File: src/rtl/uirq_pkg.sv
package uirq_pkg;
    localparam int NSRC  = 11;
    localparam int NLINE = 6;

    localparam int B_RI  = 0;
    localparam int B_CTS = 1;
    localparam int B_DCD = 2;
    localparam int B_DSR = 3;
    localparam int B_RX  = 4;
    localparam int B_TX  = 5;
    localparam int B_RT  = 6;
    localparam int B_FE  = 7;
    localparam int B_OE  = 10;

    localparam int OFS_MASK = 0;
    localparam int OFS_RAW  = 1;
    localparam int OFS_MIS  = 2;
    localparam int OFS_CLR  = 3;

    typedef logic [NSRC-1:0] src_vec_t;

    typedef struct packed {
        src_vec_t mask;
        src_vec_t raw;
    } irq_state_t;

    // Source bits that feed each output line
    function automatic src_vec_t line_group(input int line);
        src_vec_t g;
        g = '0;
        case (line)
            0: g = '1;
            1: g[B_RX] = 1'b1;
            2: g[B_TX] = 1'b1;
            3: g[B_RT] = 1'b1;
            4: for (int b = B_RI; b <= B_DSR; b++) g[b] = 1'b1;
            5: for (int b = B_FE; b <= B_OE; b++) g[b] = 1'b1;
            default: g = '0;
        endcase
        return g;
    endfunction
endpackage

File: src/rtl/uirq_regif.sv
module uirq_regif
    import uirq_pkg::*;
#(
    parameter int ADDR_W = 4,
    parameter int DATA_W = 32
) (
    input  logic              clk,
    input  logic              rst_n,
    input  logic              reg_sel,
    input  logic              reg_wr,
    input  logic [ADDR_W-1:0] reg_addr,
    input  logic [DATA_W-1:0] reg_wdata,
    input  src_vec_t          mask_q,
    input  src_vec_t          raw_q,
    input  src_vec_t          masked,
    output logic              mask_we,
    output src_vec_t          mask_wval,
    output src_vec_t          clr_vec,
    output logic [DATA_W-1:0] reg_rdata
);
    logic [DATA_W-1:0] rdata_d, rdata_q;
    logic [DATA_W-1:0] rd_val;
    logic              wr_acc, rd_acc;
    logic              unused_hi;

    assign unused_hi = ^reg_wdata[DATA_W-1:NSRC];

    always_comb begin
        wr_acc    = reg_sel && reg_wr;
        rd_acc    = reg_sel && !reg_wr;
        mask_we   = wr_acc && (reg_addr == ADDR_W'(OFS_MASK));
        mask_wval = reg_wdata[NSRC-1:0];
        clr_vec   = (wr_acc && (reg_addr == ADDR_W'(OFS_CLR))) ? reg_wdata[NSRC-1:0] : '0;

        case (reg_addr)
            ADDR_W'(OFS_MASK): rd_val = DATA_W'(mask_q);
            ADDR_W'(OFS_RAW):  rd_val = DATA_W'(raw_q);
            ADDR_W'(OFS_MIS):  rd_val = DATA_W'(masked);
            default:           rd_val = '0;
        endcase

        rdata_d = rd_acc ? rd_val : rdata_q;
    end

    always_ff @(posedge clk or negedge rst_n) begin
        if (!rst_n) rdata_q <= '0;
        else        rdata_q <= rdata_d;
    end

    assign reg_rdata = rdata_q;
endmodule

File: src/rtl/uirq_status.sv
module uirq_status
    import uirq_pkg::*;
(
    input  logic     clk,
    input  logic     rst_n,
    input  src_vec_t evt_set,
    input  logic     tx_wr_strobe,
    input  logic     mask_we,
    input  src_vec_t mask_wval,
    input  src_vec_t clr_vec,
    output src_vec_t mask_q,
    output src_vec_t raw_q
);
    irq_state_t st_d, st_q;
    src_vec_t   set_vec;

    always_comb begin
        set_vec         = evt_set;
        set_vec[B_TX]   = evt_set[B_TX] | tx_wr_strobe;
        st_d            = st_q;
        // Set wins: clear first, then OR in the new events
        st_d.raw        = (st_q.raw & ~clr_vec) | set_vec;
        if (mask_we) st_d.mask = mask_wval;
    end

    always_ff @(posedge clk or negedge rst_n) begin
        if (!rst_n) st_q <= '0;
        else        st_q <= st_d;
    end

    assign mask_q = st_q.mask;
    assign raw_q  = st_q.raw;
endmodule

File: src/rtl/uirq_route.sv
module uirq_route
    import uirq_pkg::*;
(
    input  src_vec_t         raw_q,
    input  src_vec_t         mask_q,
    output src_vec_t         masked,
    output logic [NLINE-1:0] irq
);
    assign masked = raw_q & mask_q;

    for (genvar g = 0; g < NLINE; g++) begin : g_line
        assign irq[g] = |(masked & line_group(g));
    end
endmodule

File: src/rtl/uirq_ctrl.sv
module uirq_ctrl
    import uirq_pkg::*;
#(
    parameter int ADDR_W = 4,
    parameter int DATA_W = 32
) (
    input  logic              clk,
    input  logic              rst_n,
    input  logic              reg_sel,
    input  logic              reg_wr,
    input  logic [ADDR_W-1:0] reg_addr,
    input  logic [DATA_W-1:0] reg_wdata,
    output logic [DATA_W-1:0] reg_rdata,
    input  logic [NSRC-1:0]   evt_set,
    input  logic              tx_wr_strobe,
    output logic [NLINE-1:0]  irq_out
);
    src_vec_t mask_q, raw_q, masked;
    src_vec_t mask_wval, clr_vec;
    logic     mask_we;

    uirq_regif #(.ADDR_W(ADDR_W), .DATA_W(DATA_W)) u_regif (
        .clk       (clk),
        .rst_n     (rst_n),
        .reg_sel   (reg_sel),
        .reg_wr    (reg_wr),
        .reg_addr  (reg_addr),
        .reg_wdata (reg_wdata),
        .mask_q    (mask_q),
        .raw_q     (raw_q),
        .masked    (masked),
        .mask_we   (mask_we),
        .mask_wval (mask_wval),
        .clr_vec   (clr_vec),
        .reg_rdata (reg_rdata)
    );

    uirq_status u_status (
        .clk          (clk),
        .rst_n        (rst_n),
        .evt_set      (evt_set),
        .tx_wr_strobe (tx_wr_strobe),
        .mask_we      (mask_we),
        .mask_wval    (mask_wval),
        .clr_vec      (clr_vec),
        .mask_q       (mask_q),
        .raw_q        (raw_q)
    );

    uirq_route u_route (
        .raw_q  (raw_q),
        .mask_q (mask_q),
        .masked (masked),
        .irq    (irq_out)
    );
endmodule

File: config.mk
export PLATFORM = sky130hd
export DESIGN_NAME = uirq_ctrl
export DESIGN_NICKNAME = d
export VERILOG_FILES = /design/src/rtl/uirq_pkg.sv /design/src/rtl/uirq_regif.sv /design/src/rtl/uirq_status.sv /design/src/rtl/uirq_route.sv /design/src/rtl/uirq_ctrl.sv
export SDC_FILE = /design/constraint.sdc
export NUM_CORES = 1
export LEC_CHECK = 0
export BUFFER_PORTS_ARGS = -buffer_cell sky130_fd_sc_hd__clkbuf_2
export CORE_MARGIN = 1.5
export CORE_UTILIZATION = 40
export DETAILED_ROUTE_END_ITERATION = 8
export PLACE_DENSITY_LB_ADDON = 0.3
export RECOVER_POWER = 50
export SETUP_SLACK_MARGIN = 0.5
export SLEW_MARGIN = 10
export SYNTH_ARGS = -nofsm -noshare
export SYNTH_HDL_FRONTEND = slang
export SYNTH_SLANG_ARGS = --single-unit
File: constraint.sdc
create_clock -name clk -period 2.2 [get_ports clk]
set_clock_uncertainty 0.2 [all_clocks]
set_input_delay 0.33 -clock clk [delete_from_list [all_inputs] [get_ports clk]]
set_output_delay 0.33 -clock clk [all_outputs]
set_load 0.03 [all_outputs]
==> metrics.md <==
| Metric | Value |
|---|---|
| Status | finished, final reports clean |
| Via count | 1367 |
| Post-synth EDFFs | 0 |
| PwrDens | 792 nW/um^2 |
| Utilization after layout | 52.5% |
| N_diodes | 0 |
| Setup WS pre-CTS | 0.126 ns |
| Met1 GRT Util | 22.0% |
| Hold Fails Final Rpt | 0 |
| Post-synthesis sequential area ratio | 46.0% |
| Post-synthesis average cell area | 11.4 um^2 |
| Die area | 4900 um^2 |
| Slowest CP cell | or4_4 |
| Critical Path RT | 1.67 ns |
| Initial antenna violation count | 0 |
| Max Freq | 0.457 GHz |
| RSZ-0062 raised after global routing | yes |
| Measured slew at the worst slew-check pin | 0.848 ns |
| Crit-path max FO | 2 |
| Commonest non-fill, non-tap cell in the layout | clkbuf_2 |
| Max-slew violations | 0 |
| DRT iter0 DRCs | 59 |
| Crit end category | output port |
| Rows | 24 |
| Cell variety after synth | 27 |
| CP Cell Sequence | a22oi_2 > nand2_2 > or4_4 > buf_8 |
| YS warnings | 0 |
| Final setup margin | 0.0108 ns |
| Gp weighted congestion | 0.702 |
| Core area | 4320 um^2 |
| Initial Utilization | 41.6% |
| Global route overflow | 0 |
| Tmin final | 2.19 ns |
| Top delay family on crit path | simple AND/OR/NAND/NOR gates |
| Hold Crit Class | input pin to flip-flop |
| Largest net degree at the start of global routing | 22 |
| Via density | 5.04 |
| Global-route wire length before repair | 6580 um |
| CP arrival | 1.66 ns |
| Num CTS Buffers | 5 |
| Final Cell Area | 2270 um^2 |
| Most used routing layer | met2 |
| I/O pin count | 90 |
| WL final | 3980 um |
| Sum Neg Setup Slack | 0 ns |
| CP startpoint kind | flip-flop |
| Area of the multi-input gates | 876 um^2 |
| DRC Markers | 0 |
| Worst relative slew slack | 43.5% |
| Pre-antenna DRT Iters | 3 |
| Slowest cell delay on critical path | 0.54 ns |
| CP Class | flip-flop to output port |
| Drt wl/cell | 14.7 um |
| Antenna Nets Post-Route | 0 |
| Hold Slack | 0.0154 ns |
| DP Wirelength | 2760 um |
| Vias in the first global route | 1341 |
| Max cap viols | 0 |
| Die Y | 70.0 um |
| Post-Syn Area | 1800 um^2 |
| Asr flop ratio synth | 100% |
| CTS sink cnt | 33 |
| Buffers on Ports | 47 |
| TritonCTS clock tree | done |
| GR Util met2 | 29.5% |
| Number of buffer and inverter stages on the critical path | 1 |
| Clock buffer depth | 2 |
| FF/Latch Area | 826 um^2 |
| Fraction of layout cells with a size suffix above 1 | 42.0% |
| FF+latch count, synth | 33 |
| Number of setup violations in the final report | 0 |
| Fin nets | 270 |
| Most frequent cells in the layout | clkbuf_2 (40), dfrtp_1 (33), conb_1 (21) |
| Worst vdd ir | 0.444 mV |
| H-Tree Depth | 2 |
| All-Layer GR Usage | 17.0% |
| Clk_lat worst skew | 0.28 ns |
| Root buf cell | clkbuf_8 |
| Clk pin slew, worst setup/hold paths | 0.07 ns |
| Placed cell area | 2030 um^2 |
| Fill cell count | 417 |
| GR Layer Usage met3 | 4.33% |
| Die width | 70.0 um |
| Area Overhead vs Synth | 26.3% |
| Leak Pwr | 1.10 nW |
| Tcrit/Tclk final | 99.5% |
| Primary FF master, synth | dfrtp_1 |
| Synth Instances | 157 |
## timing repair
action | 4_1_cts | 5_1_grt
gates cloned | 0 | 0
setup endpoints to repair | 14 | 3
buffers inserted | 5 | 3
pin swaps | 0 | 2
endpoints found under the hold margin | 15 | 0
gates resized for setup | 8 | 4
hold buffers | 1 | 0
## worst paths after layout
kind	cells past startpoint	slack [ns]	endpoint	startpoint
setup / recovery	4	0.01	irq_out[0]	u_status.raw_q[2]
setup reg to reg	4	0.76	u_regif.reg_rdata[3]	u_status.raw_q[3]
max in group asynchronous	3	0.38	u_regif.reg_rdata[7]	rst_n
min in group asynchronous	2	0.46	u_status.mask_q[6]	rst_n
hold reg to reg	1	0.31	u_regif.reg_rdata[7]	u_regif.reg_rdata[7]
hold / removal	2	0.02	u_status.raw_q[9]	evt_set[9]
## Yosys cell counts (all sizes together) (2+ instances only)
master,n,area [um^2]
dfrtp,33,826
buf,28,199
nand2b,12,75.1
a22o,11,96.3
mux2,11,161
nand3,11,55.1
a21o,10,75.1
a31o,8,70.1
and3b,8,70.1
a22oi,4,30.0
and2,4,25.0
a32o,3,30.0
nand2,3,11.3
clkbuf,2,7.51
## cell type report
class	instances	share of cell area, %
Sequential cell	33	36.4
Timing Repair Buffer	64	16.1
Clock buffer	5	3.03
Multi-Input combinational cell	113	38.6
Inverter	1	0.165
Clock inverter	3	2.87
Tap cell	52	2.87
## state kept, by name, indices dropped and copies added (netlist names)
signal,count
u_regif.reg_rdata,11
u_status.mask_q,11
u_status.raw_q,11
## worst reg2reg max path, delay by kind of cell (launching register included)
family / cells / cell delay [ns]
compound gates: 2 / 0.45
buf+inv: 1 / 0.15
flops: 1 / 0.41
simple gates: 1 / 0.13
## stage by stage
step / total power [mW] / std cells
2_1_floorplan: 1.01 / 177
3_3_place_gp: 1.09 / 254
3_5_place_dp: 1.10 / 254
4_1_cts: 1.81 / 268
5_1_grt: 1.87 / 271
6_report: 1.80 / 271
## per-layer routing
layer,vias up,share of wire (%)
met4,0,0.68
li1,654,-
met2,29,50
met1,680,45
met3,4,3.7
met5,-,0
## where the power goes
group / switching [mW] / internal [mW] / total, mW
Sequential: 0.0426 / 0.658 / 0.701
Combinational: 0.233 / 0.181 / 0.414
Clock: 0.232 / 0.450 / 0.683
Total: 0.508 / 1.29 / 1.80
## cells by family after synthesis
kind of cell	synth area share, %
simple gates	15.9
mux	8.98
compound gates	17.3
other cells	0.209
buf+inv	11.7
flops	46.0
Power figures use the tool's default switching activity.
